`config.mk`:
```
export PLATFORM = sky130hd
export DESIGN_NAME = pll_postdiv_gen
export DESIGN_NICKNAME = d
export VERILOG_FILES = /design/src/rtl/pdiv_pkg.sv /design/src/rtl/pdiv_sync.sv /design/src/rtl/pdiv_setreg.sv /design/src/rtl/pdiv_core.sv /design/src/rtl/pll_postdiv_gen.sv
export SDC_FILE = /design/constraint.sdc
export NUM_CORES = 1
export LEC_CHECK = 0
export CORE_MARGIN = 8
export CORE_UTILIZATION = 29
export CTS_CLUSTER_DIAMETER = 50
export CTS_CLUSTER_SIZE = 30
export DETAILED_ROUTE_END_ITERATION = 10
export HOLD_SLACK_MARGIN = 0.08
export SLEW_MARGIN = 10
export SYNTH_ARGS = -nofsm -noshare
export SYNTH_HDL_FRONTEND = slang
export SYNTH_SLANG_ARGS = --single-unit
```
`constraint.sdc`:
```
create_clock -name clk_vco -period 1.6 [get_ports clk_vco]
set_clock_uncertainty 0.2 [all_clocks]
set_input_delay 0.24 -clock clk_vco [delete_from_list [all_inputs] [get_ports clk_vco]]
set_output_delay 0.24 -clock clk_vco [all_outputs]
set_load 0.03 [all_outputs]
```
`src/rtl/pdiv_pkg.sv`:
```
package pdiv_pkg;
  localparam int SET_W        = 5;  // divide setting width
  localparam int REG_W        = 8;  // register readback width
  localparam int SET_RST      = 3;  // setting value after reset
  localparam int FALLBACK_M1  = 3;  // terminal value while unlocked (divide by 4)
  localparam int SYNC_STAGES  = 2;  // lock synchronizer depth
endpackage

```
`src/rtl/pdiv_sync.sv`:
```
module pdiv_sync #(
  parameter int STAGES = 2
) (
  input  logic clk,
  input  logic rst_n,
  input  logic d,
  output logic q
);
  logic [STAGES-1:0] sh_q;
  logic [STAGES-1:0] sh_d;

  always_comb begin
    sh_d = {sh_q[STAGES-2:0], d};
  end

  always_ff @(posedge clk or negedge rst_n) begin
    if (!rst_n) sh_q <= '0;
    else        sh_q <= sh_d;
  end

  assign q = sh_q[STAGES-1];
endmodule

```
`src/rtl/pdiv_setreg.sv`:
```
module pdiv_setreg #(
  parameter int W   = 5,
  parameter int RW  = 8,
  parameter int RST = 3
) (
  input  logic          clk,
  input  logic          rst_n,
  input  logic          wr_en,
  input  logic          pll_sel,
  input  logic [RW-1:0] wr_data,
  output logic [W-1:0]  setting,
  output logic [RW-1:0] rdata
);
  localparam int PAD = RW - W;

  logic [W-1:0] set_q;
  logic [W-1:0] set_d;
  logic         wr_ok;
  logic         unused_hi;

  assign wr_ok     = wr_en & pll_sel;
  assign unused_hi = ^wr_data[RW-1:W];

  always_comb begin
    set_d = set_q;
    if (wr_ok) set_d = wr_data[W-1:0];
  end

  always_ff @(posedge clk or negedge rst_n) begin
    if (!rst_n) set_q <= W'(RST);
    else        set_q <= set_d;
  end

  assign setting = set_q;
  assign rdata   = {{PAD{1'b0}}, set_q};
endmodule

```
`src/rtl/pdiv_core.sv`:
```
module pdiv_core #(
  parameter int W  = 5,
  parameter int FB = 3
) (
  input  logic         clk,
  input  logic         rst_n,
  input  logic         lock_s,
  input  logic [W-1:0] setting,
  output logic         pll_en,
  output logic         bus_en
);
  logic [W-1:0] cnt_q, cnt_d;
  logic         ph_q, ph_d;
  logic         run_q, run_d;
  logic [W-1:0] lim;
  logic         tc;

  // ratio is sampled only at terminal count, so a running period is never cut short
  assign lim = lock_s ? setting : W'(FB);
  assign tc  = run_q & (cnt_q == '0);

  always_comb begin
    run_d = 1'b1;
    cnt_d = cnt_q;
    ph_d  = ph_q;
    if (run_q) begin
      if (tc) begin
        cnt_d = lim;
        ph_d  = ~ph_q;
      end else begin
        cnt_d = cnt_q - 1'b1;
      end
    end
  end

  always_ff @(posedge clk or negedge rst_n) begin
    if (!rst_n) begin
      run_q <= 1'b0;
      cnt_q <= '0;
      ph_q  <= 1'b0;
    end else begin
      run_q <= run_d;
      cnt_q <= cnt_d;
      ph_q  <= ph_d;
    end
  end

  assign pll_en = tc;
  assign bus_en = tc & ph_q;
endmodule

```
`src/rtl/pll_postdiv_gen.sv`:
```
module pll_postdiv_gen
  import pdiv_pkg::*;
#(
  parameter int SW  = SET_W,
  parameter int RW  = REG_W,
  parameter int RST = SET_RST,
  parameter int FB  = FALLBACK_M1,
  parameter int SYN = SYNC_STAGES
) (
  input  logic          clk_vco,
  input  logic          rst_n,
  input  logic          lock_in,
  input  logic          pll_sel,
  input  logic          wr_en,
  input  logic [RW-1:0] wr_data,
  output logic          pll_en,
  output logic          bus_en,
  output logic [RW-1:0] div_rdata
);
  logic          rst_sync_n;
  logic          lock_s;
  logic [SW-1:0] setting;

  // reset: asserted asynchronously, released on the VCO clock
  pdiv_sync #(.STAGES(2)) u_rst_sync (
    .clk(clk_vco), .rst_n(rst_n), .d(1'b1), .q(rst_sync_n)
  );

  pdiv_sync #(.STAGES(SYN)) u_lock_sync (
    .clk(clk_vco), .rst_n(rst_sync_n), .d(lock_in), .q(lock_s)
  );

  pdiv_setreg #(.W(SW), .RW(RW), .RST(RST)) u_setreg (
    .clk(clk_vco), .rst_n(rst_sync_n), .wr_en(wr_en), .pll_sel(pll_sel),
    .wr_data(wr_data), .setting(setting), .rdata(div_rdata)
  );

  pdiv_core #(.W(SW), .FB(FB)) u_core (
    .clk(clk_vco), .rst_n(rst_sync_n), .lock_s(lock_s), .setting(setting),
    .pll_en(pll_en), .bus_en(bus_en)
  );
endmodule

```
== Yosys cells after proc, flatten, opt, wreduce, memory -nomap -nowiden ==
Index checks and enable logic that the tools add are counted.

* Flip-flop bits (word level): 16
* Output and inout port bits: 10
* Logic and storage cells: 15

* $add $sub $neg: 1
* Bitwise gates (word level): 4
* Reductions and logical operators: 2
* Multiplexer cells: 2

{| class="wikitable"
|+ Operator list
! operator !! count
|-
| two-way mux 5 bit || 2
|-
| logical NOT 5 bit || 1
|-
| subtractor 5 x 1 -> 5 bit (second input constant) || 1
|-
| AND 1 bit || 3
|-
| AND reduction 2 bit || 1
|-
| inverter 1 bit || 1
|}

== Logic depth before layout (Yosys ltp) ==
Gate-level depths: netlist of the first run.

* Depth in word-level cells: 3
* Depth in mapped cells: 5
* Depth with buffers taken out: 5

== Cells and area by module ==
From an unflattened synthesis of the first run, not the netlist that was laid out.

* Cells, all modules: 61
* Area total of the unflattened synthesis: 726.9 um^2

{| class="wikitable"
|+ By module, submodules not included
! module !! instances !! cells each !! area an instance (um^2) !! seq. area each (um^2)
|-
| pdiv_core || 1 || 36 || 369.1 || 175.2
|-
| pdiv_setreg || 1 || 20 || 254.0 || 127.6
|-
| pdiv_sync || 2 || 2 || 50.0 || 50.0
|-
| pll_postdiv_gen || 1 || 1 || 3.8 || 0.0
|}

== Worst setup path before layout of the first run ==
Ideal clock, no wire load.

* Path type: reg2out
* Start: register u_core.cnt_q[0]
* End: output port bus_en
* Setup slack: -0.476 ns
* Cell stages (with the launch flop): 6
* Arrival: 1.636 ns
* Buffers on the path: 0
* Data required time: 1.160 ns
* Path through: dfrtp_1 -> inv_1 -> ha_1 -> or3b_4 -> nor2_4 -> and2_1

* Longest elaborated chain between the ends: 3

{| class="wikitable"
|+ Ends and longest elaborated chain
! element !! RTL line !! text
|-
| start, declared || pdiv_core.sv:12 || <nowiki>logic [W-1:0] cnt_q, cnt_d;</nowiki>
|-
| start signal, assigned || pdiv_core.sv:43 || <nowiki>cnt_q <= cnt_d;</nowiki>
|-
| logical NOT 5 bit || pdiv_core.sv:20 || <nowiki>assign tc = run_q & (cnt_q == '0);</nowiki>
|-
| AND 1 bit || pdiv_core.sv:20 ||
|-
| net pll_en || pll_postdiv_gen.sv:16 || <nowiki>output logic pll_en,</nowiki>
|-
| AND 1 bit || pdiv_core.sv:49 || <nowiki>assign bus_en = tc & ph_q;</nowiki>
|-
| end, declared || pll_postdiv_gen.sv:17 || <nowiki>output logic bus_en,</nowiki>
|}

The timed path passes the listed nets, and every way through them passes these cells.

== Worst setup path after layout of the first run ==
* Start: register u_core.cnt_q[0]
* End: output port bus_en

* Longest elaborated chain between the ends: 3

{| class="wikitable"
|+ Ends and longest elaborated chain
! element !! RTL line
|-
| logical NOT 5 bit || pdiv_core.sv:20
|-
| AND 1 bit || pdiv_core.sv:20
|-
| AND 1 bit || pdiv_core.sv:49
|}

Every way passes these cells.

==> results of run 1 <==
[cells by family (layout without fill, tap and decap cells)]
family                   after synthesis  count (layout)  synth area share, %
buffers and inverters                  7              38                 5.31
flip-flops                            16              16                 55.1
adder cells (fa/ha/maj)                1               1                 1.71
multiplexers                           6               6                 9.25
AND/OR/NAND/NOR                       18              18                 15.8
XOR/XNOR                               1               1                 2.23
AO/OA/AOI/OAI                          8               8                 9.59
other                                  2               5                 1.03
[final cells by class]
class	count	share of cell area, %
flip-flops and latches	16	36.7
multi-input cells	39	30.3
repair buffers	31	25.3
well taps	30	3.42
clock buffers	4	3.30
inverters	3	1.03
[metal layers]
metal	wire, um	part of all wire [%]
met1	624	43
met2	700	48
met4	7	0.48
met3	121	8.3
met5	0	0
[critical path: stages, from the launching register on]
cell and delay, ns:
dfrtp_1 0.40, inv_2 0.08, ha_4 0.15, or3b_4 0.39, nor2_4 0.09, and2_4 0.14, buf_6 0.12
[placed cells by master (no fill, tap or decap), types with 2 or more instances in the layout]
master | netlist | layout
mux2_2 | 5 | 5
nand2_1 | 6 | 6
buf_4 | 3 | 14
clkbuf_4 | 0 | 3
inv_2 | 0 | 2
nor2_1 | 2 | 2
dfrtp_1 | 14 | 14
conb_1 | 2 | 5
dfstp_2 | 2 | 2
clkdlybuf4s50_1 | 0 | 9
dlygate4sd2_1 | 0 | 2
buf_6 | 0 | 4
[what timing repair did]
action	4_1_cts	5_1_grt
setup endpoints to repair	8	8
setup buffers	3	3
hold endpoints to repair	14	0
pin swaps	2	2
gates resized for setup	7	4
hold buffers	1	0
[how the worst min path moves through the flow]
stage | depth (start not counted) | from | slack [ns] | endpoint
2_1_floorplan | 0 | rst_n | -0.26 | u_rst_sync.sh_q[0]$_DFF_PN0_
3_3_place_gp | 0 | u_rst_sync.sh_q[1]$_DFF_PN0_ | 0.04 | u_lock_sync.sh_q[0]$_DFF_PN0_
3_5_place_dp | 0 | u_rst_sync.sh_q[1]$_DFF_PN0_ | 0.05 | u_lock_sync.sh_q[0]$_DFF_PN0_
4_1_cts | 0 | u_rst_sync.sh_q[1]$_DFF_PN0_ | 0.06 | u_lock_sync.sh_q[0]$_DFF_PN0_
5_1_grt | 0 | u_rst_sync.sh_q[1]$_DFF_PN0_ | 0.10 | u_core.cnt_q[3]$_DFFE_PN0P_
6_report | 0 | u_rst_sync.sh_q[1]$_DFF_PN0_ | 0.03 | u_core.cnt_q[0]$_DFFE_PN0P_
[power by group]
part | leakage, nW | switching, mW | internal (mW) | total (mW)
registers | 0.186 | 0.0876 | 0.508 | 0.596
logic | 0.283 | 0.307 | 0.403 | 0.709
clock network | 0.0210 | 0.124 | 0.138 | 0.262
[registers in the layout (all words and copies together), names as in the netlist]
signal	cells
u_core.cnt_q	5
u_core.ph_q	1
u_core.run_q	1
u_lock_sync.sh_q	2
u_rst_sync.sh_q	2
u_setreg.setting	5
[per-stage QoR]
step	setup WS [ns]	cell area [sq um]
after global placement	-0.210	977
after detailed placement	-0.224	977
after global routing	-0.550	1100
after floorplan	-0.336	757
after CTS	-0.494	1060
final	-0.487	1100
==> impl_table.tex, run 1 <==
\begin{tabular}{lr}
\hline
Metric & Value \\
\hline
\multicolumn{2}{l}{\textbf{Timing}} \\
\quad Final setup violation count & 5 \\
\quad Fraction of the cycle the final worst path needs & 130\% \\
\quad Slew margin rel. & 62.9\% \\
\quad Worst hold slack after final layout & 0.0294 ns \\
\quad RSZ-0062 raised after global routing & yes \\
\quad Final critical delay including setup and external delays & 2.09 ns \\
\quad Final Slew Violations & 0 \\
\quad Final sum of negative setup slack & -1.64 ns \\
\quad Peak Freq & 479 MHz \\
\quad Final hold viol count & 0 \\
\quad Slew at the pin closest to its max-slew limit & 0.557 ns \\
\quad Setup slack after layout & -0.487 ns \\
\multicolumn{2}{l}{\textbf{GRT}} \\
\quad Via count of the first global-routing pass & 571 \\
\quad Most Used Layer, Global Route & met2 \\
\quad Met1 usage in global routing & 8.18\% \\
\quad GR Util All Layers & 7.09\% \\
\quad GR met3 Demand/Resource & 2.54\% \\
\quad Maximum number of pins on one net before global-route repair & 15 \\
\quad Number of antenna violations at the first check in global routing & 0 \\
\quad Met2 Use GR & 11.5\% \\
\quad Total gr overflow & 0 \\
\quad Global-route wire length before repair & 2470 um \\
\multicolumn{2}{l}{\textbf{Synth}} \\
\quad Number of instances in the synthesized netlist & 59 \\
\quad Share of synthesized flip-flops with an asynchronous set or reset & 100\% \\
\quad Share of the yosys chip area belonging to registers & 55.1\% \\
\quad Most instantiated library cell after synthesis & dfrtp\_1 \\
\quad Netlist cell types & 30 \\
\quad Cell accounting for the most synthesized area & dfrtp\_1 \\
\quad Area share of the largest cell type after synthesis & 47.9\% \\
\quad Synthesis warning total & 0 \\
\quad Main area contributors after synthesis & dfrtp\_1, mux2\_2, dfstp\_2 \\
\quad Total of flip-flops plus latches after synthesis & 16 \\
\quad Avg Inst Size Synth & 12.4 sq um \\
\quad Count of flip-flops with a built-in enable after synthesis & 0 \\
\quad Commonest cells post-synth & dfrtp\_1, nand2\_1, mux2\_2 \\
\quad Mapped cell area & 731 sq um \\
\quad Top\_reg\_cell synth & dfrtp\_1 \\
\multicolumn{2}{l}{\textbf{Drt}} \\
\quad Total via count after detailed routing & 555 \\
\quad First-pass iteration count of the detailed router & 2 \\
\quad DRC marker count from the first detailed-route iteration & 3 \\
\quad Total DRC errors in the routed layout & 0 \\
\quad Final Routed Wirelength & 1450 um \\
\quad WL/cell & 11.8 um \\
\quad Post-DR vias/cell & 4.51 \\
\quad Antenna-violating nets left & 0 \\
\multicolumn{2}{l}{\textbf{Final layout}} \\
\quad Area used by multi-input combinational logic & 333 sq um \\
\quad Count of nets after finishing & 108 \\
\quad Share of the core filled with cells & 45.2\% \\
\quad Count of placed standard cells in the final layout, fillers left out & 123 \\
\quad Count of inserted antenna diode cells & 0 \\
\quad Layout overhead on the synthesized area & 50.3\% \\
\quad Fraction of layout cells with a size suffix above 1 & 45.2\% \\
\quad Sequential cell area & 403 sq um \\
\quad Count of fill cells added during filler insertion & 238 \\
\multicolumn{2}{l}{\textbf{Floorplan}} \\
\quad Number of standard-cell rows in the floorplan & 18 \\
\quad Total die area & 4380 sq um \\
\quad IO Count & 23 \\
\quad Floorplan die height & 66.2 um \\
\quad Initial Utilization & 30.0\% \\
\quad Area of the placeable core & 2430 sq um \\
\quad Width of the chip & 66.2 um \\
\multicolumn{2}{l}{\textbf{Job}} \\
\quad Count of maximum capacitance violations & 0 \\
\multicolumn{2}{l}{\textbf{Worst setup path}} \\
\quad Critical path required time & 1.16 ns \\
\quad Setup slack of the most critical reg-to-reg path & -0.31 ns \\
\quad Number of cell instances on the worst register-to-register path & 8 \\
\quad Startpoint class of the critical path & register \\
\quad Critical path capture point & bus\_en \\
\quad Largest fanout of any net on the critical path & 4 \\
\quad Sort of element at the end of the critical path & primary output \\
\quad Reg-to-reg critical path endpoint & u\_core.cnt\_q[0]\$\_DFFE\_PN0P\_ \\
\quad Origin of the critical flop-to-flop path & u\_core.cnt\_q[0]\$\_DFFE\_PN0P\_ \\
\quad Setup CP Type & reg2out \\
\quad Worst setup path startpoint & u\_core.cnt\_q[0]\$\_DFFE\_PN0P\_ \\
\quad Endpoint arrival time on the critical path & 1.65 ns \\
\multicolumn{2}{l}{\textbf{Worst hold path}} \\
\quad Hold Crit Class & reg2async \\
\multicolumn{2}{l}{\textbf{CTS}} \\
\quad H-tree level count & 1 \\
\quad CTS Buf Count & 3 \\
\quad Clock Root Buffer & clkbuf\_4 \\
\quad Clock tree from TritonCTS & built \\
\quad Clock latency on the worst-skew pair & 0.28 ns \\
\quad Max Root-Sink Buffers & 2 \\
\quad Number of clock sinks seen by CTS & 16 \\
\quad Clock slew at the register clock pins of the worst setup and hold paths & 0.10 ns \\
\multicolumn{2}{l}{\textbf{Placed design}} \\
\quad Final HPWL DP & 1110 um \\
\quad Placed cell count & 112 \\
\quad Final weighted congestion in routability-driven placement & 0.736 \\
\quad Buffers added on ports & 16 \\
\multicolumn{2}{l}{\textbf{Run status}} \\
\quad Failing checks & negative setup slack \\
\quad Run status & finished with violations \\
\multicolumn{2}{l}{\textbf{Power and ir drop}} \\
\quad Leakage power total & 0.491 nW \\
\quad Post-layout power & 1.57 mW \\
\quad Worst supply voltage drop on vdd & 0.653 mV \\
\quad Power Density & 1430 nW/um\^{}2 \\
\hline
\end{tabular}
Power figures use the tool's default switching activity.
==> run 2: changes to the inputs <==
--- a/config.mk
+++ b/config.mk
@@ -11,6 +11,7 @@
 export CTS_CLUSTER_SIZE = 30
 export DETAILED_ROUTE_END_ITERATION = 10
 export HOLD_SLACK_MARGIN = 0.08
+export PLACE_DENSITY_LB_ADDON = 0.08
 export SLEW_MARGIN = 10
 export SYNTH_ARGS = -nofsm -noshare
 export SYNTH_HDL_FRONTEND = slang
==> impl_table.tex, run 2 (synthesis gave the netlist of run 1 again) <==
\begin{tabular}{lr}
\hline
Metric & Value \\
\hline
\multicolumn{2}{l}{\textbf{GRT}} \\
\quad Met1 usage in global routing & 7.82\% (was 8.18\%) \\
\quad Met2 Use GR & 10.6\% (was 11.5\%) \\
\quad Number of antenna violations at the first check in global routing & 0 (unchanged) \\
\quad Via count of the first global-routing pass & 565 (was 571) \\
\quad Most Used Layer, Global Route & met2 (unchanged) \\
\quad GR Util All Layers & 6.62\% (was 7.09\%) \\
\quad GR met3 Demand/Resource & 2.54\% (unchanged) \\
\quad Maximum number of pins on one net before global-route repair & 15 (unchanged) \\
\quad Global-route wire length before repair & 2310 um (was 2470 um) \\
\quad Total gr overflow & 0 (unchanged) \\
\multicolumn{2}{l}{\textbf{Final layout}} \\
\quad Count of inserted antenna diode cells & 0 (unchanged) \\
\quad Commonest non-fill, non-tap cell in the layout & dfrtp\_1 \\
\quad Count of fill cells added during filler insertion & 247 (was 238) \\
\quad Final Instance Area & 1120 sq um (was 1100 sq um) \\
\quad Count of nets after finishing & 108 (unchanged) \\
\quad Sequential cell area & 403 sq um (unchanged) \\
\quad Commonest non-fill, non-tap cells in the layout & dfrtp\_1, buf\_4, clkdlybuf4s50\_1 (was buf\_4, dfrtp\_1, clkdlybuf4s50\_1) \\
\quad Layout overhead on the synthesized area & 52.7\% (was 50.3\%) \\
\quad Area used by multi-input combinational logic & 345 sq um (was 333 sq um) \\
\quad Fraction of layout cells with a size suffix above 1 & 48.4\% (was 45.2\%) \\
\multicolumn{2}{l}{\textbf{Drt}} \\
\quad Post-DR vias/cell & 4.29 (was 4.51) \\
\quad DRC marker count from the first detailed-route iteration & 4 (was 3) \\
\quad Total via count after detailed routing & 528 (was 555) \\
\quad First-pass iteration count of the detailed router & 4 (was 2) \\
\quad Total DRC errors in the routed layout & 0 (unchanged) \\
\quad Antenna-violating nets left & 0 (unchanged) \\
\quad Final Routed Wirelength & 1410 um (was 1450 um) \\
\quad WL/cell & 11.4 um (was 11.8 um) \\
\multicolumn{2}{l}{\textbf{Power and ir drop}} \\
\quad Worst supply voltage drop on vdd & 0.674 mV (was 0.653 mV) \\
\quad Power Density & 1410 nW/um\^{}2 (was 1430 nW/um\^{}2) \\
\quad Leakage power total & 0.500 nW (was 0.491 nW) \\
\quad Post-layout power & 1.58 mW (was 1.57 mW) \\
\multicolumn{2}{l}{\textbf{Timing}} \\
\quad Final setup violation count & 8 (was 5) \\
\quad Slew at the pin closest to its max-slew limit & 0.570 ns (was 0.557 ns) \\
\quad Peak Freq & 485 MHz (was 479 MHz) \\
\quad Final Slew Violations & 0 (unchanged) \\
\quad Final hold viol count & 0 (unchanged) \\
\quad Setup slack after layout & -0.464 ns (was -0.487 ns) \\
\quad Final sum of negative setup slack & -1.28 ns (was -1.64 ns) \\
\quad Final critical delay including setup and external delays & 2.06 ns (was 2.09 ns) \\
\quad RSZ-0062 raised after global routing & yes (unchanged) \\
\quad Fraction of the cycle the final worst path needs & 129\% (was 130\%) \\
\quad Slew margin rel. & 62.0\% (was 62.9\%) \\
\multicolumn{2}{l}{\textbf{Worst setup path}} \\
\quad Critical Path, Cell by Cell & inv\_2, ha\_4, or3b\_4, nor2\_4, and2\_4, buf\_6 (unchanged) \\
\quad Critical path required time & 1.16 ns (about the same) \\
\quad Setup slack of the most critical reg-to-reg path & -0.15 ns (was -0.31 ns) \\
\quad Largest fanout of any net on the critical path & 3 (was 4) \\
\quad Critical Path Slowest Stage Cell & dfrtp\_1 (unchanged) \\
\quad Endpoint arrival time on the critical path & 1.62 ns (was 1.65 ns) \\
\quad Setup CP Type & reg2out (unchanged) \\
\quad Delay of the slowest cell on the worst path & 0.39 ns (was 0.40 ns) \\
\quad Startpoint class of the critical path & register (unchanged) \\
\quad Cell family with the largest share of critical-path delay & simple AND/OR/NAND/NOR gates (unchanged) \\
\quad Buffers plus inverters on the worst setup path & 2 (unchanged) \\
\quad Sort of element at the end of the critical path & primary output (unchanged) \\
\multicolumn{2}{l}{\textbf{Worst hold path}} \\
\quad Hold Crit Class & reg2async (unchanged) \\
\multicolumn{2}{l}{\textbf{Floorplan}} \\
\quad Width of the chip & 66.2 um (unchanged) \\
\quad IO Count & 23 (unchanged) \\
\quad Floorplan die height & 66.2 um (unchanged) \\
\quad Area of the placeable core & 2430 sq um (unchanged) \\
\quad Initial Utilization & 30.0\% (unchanged) \\
\quad Number of standard-cell rows in the floorplan & 18 (unchanged) \\
\quad Total die area & 4380 sq um (unchanged) \\
\multicolumn{2}{l}{\textbf{CTS}} \\
\quad Clock latency on the worst-skew pair & 0.28 ns (about the same) \\
\quad Number of clock sinks seen by CTS & 16 (unchanged) \\
\quad Max Root-Sink Buffers & 2 (unchanged) \\
\quad Clock slew at the register clock pins of the worst setup and hold paths & 0.09 ns (was 0.10 ns) \\
\quad H-tree level count & 1 (unchanged) \\
\quad CTS Buf Count & 3 (unchanged) \\
\quad Clock tree from TritonCTS & built (unchanged) \\
\quad Clock Root Buffer & clkbuf\_4 (unchanged) \\
\multicolumn{2}{l}{\textbf{Placed design}} \\
\quad Final HPWL DP & 1070 um (was 1110 um) \\
\quad Final weighted congestion in routability-driven placement & 0.785 (was 0.736) \\
\quad Buffers added on ports & 16 (unchanged) \\
\quad Post-placement cell area & 985 sq um (was 977 sq um) \\
\multicolumn{2}{l}{\textbf{Run status}} \\
\quad Run status & finished with violations (unchanged) \\
\quad Failing checks & negative setup slack (unchanged) \\
\multicolumn{2}{l}{\textbf{Job}} \\
\quad Count of maximum capacitance violations & 0 (unchanged) \\
\hline
\end{tabular}
==> run 2: cell types whose count changed in the layout (fill, tap and decap cells not counted), sizes merged <==
cell / previous run / this run
clkdlybuf4s15: 1 / 0
dlygate4sd2: 2 / 3
==> run 2: final timing paths <==
check | from | end | cells past startpoint
max | u_core.cnt_q[1]$_DFFE_PN0P_ | bus_en | 6
min | u_rst_sync.sh_q[1]$_DFF_PN0_ | u_setreg.setting[2]$_DFFE_PN0P_ | 0
max reg2reg | u_core.cnt_q[1]$_DFFE_PN0P_ | u_core.cnt_q[0]$_DFFE_PN0P_ | 7
min reg2reg | u_rst_sync.sh_q[1]$_DFF_PN0_ | u_setreg.setting[2]$_DFFE_PN0P_ | 0
max in group asynchronous | rst_n | u_rst_sync.sh_q[1]$_DFF_PN0_ | 2
min in group clk_vco | u_lock_sync.sh_q[0]$_DFF_PN0_ | u_lock_sync.sh_q[1]$_DFF_PN0_ | 0
==> run 2: stage by stage <==
step	hold WS [ns]	utilization, %	cells	setup slack (ns)
2_1_floorplan	-0.256	-	62	-0.336
3_3_place_gp	0.0647	40.5	113	-0.205
3_5_place_dp	0.0592	40.5	113	-0.215
4_1_cts	0.0609	43.4	119	-0.500
5_1_grt	0.0874	45.9	123	-0.546
6_report	0.0349	45.9	123	-0.464
==> run 2: final cells by class <==
| type | count | share of cell area [%] |
|---|---|---|
| Multi-Input combinational cell | 39 | 30.9 |
| Tap cell | 30 | 3.36 |
| Clock buffer | 4 | 3.25 |
| Timing Repair Buffer | 31 | 25.1 |
| Sequential cell | 16 | 36.1 |
| Inverter | 3 | 1.23 |
==> run 2: power by group <==
part | switching (mW) | leakage, nW | internal (mW)
logic | 0.323 | 0.293 | 0.409
registers | 0.0786 | 0.186 | 0.508
clock network | 0.119 | 0.0210 | 0.138
total | 0.521 | 0.500 | 1.06
==> run 2: per-layer routing <==
metal	wire length, um	up-vias
met5	0	-
met3	109	0
li1	-	262
met2	667	16
met4	0	0
met1	630	250
==> run 2: what timing repair did <==
action                                 in CTS  in global routing
hold buffers                                1                  0
endpoints found under the hold margin      14                  0
pin swaps                                   2                  2
setup endpoints to repair                   9                  8
resized for setup                           8                  8
setup buffers                               1                  4
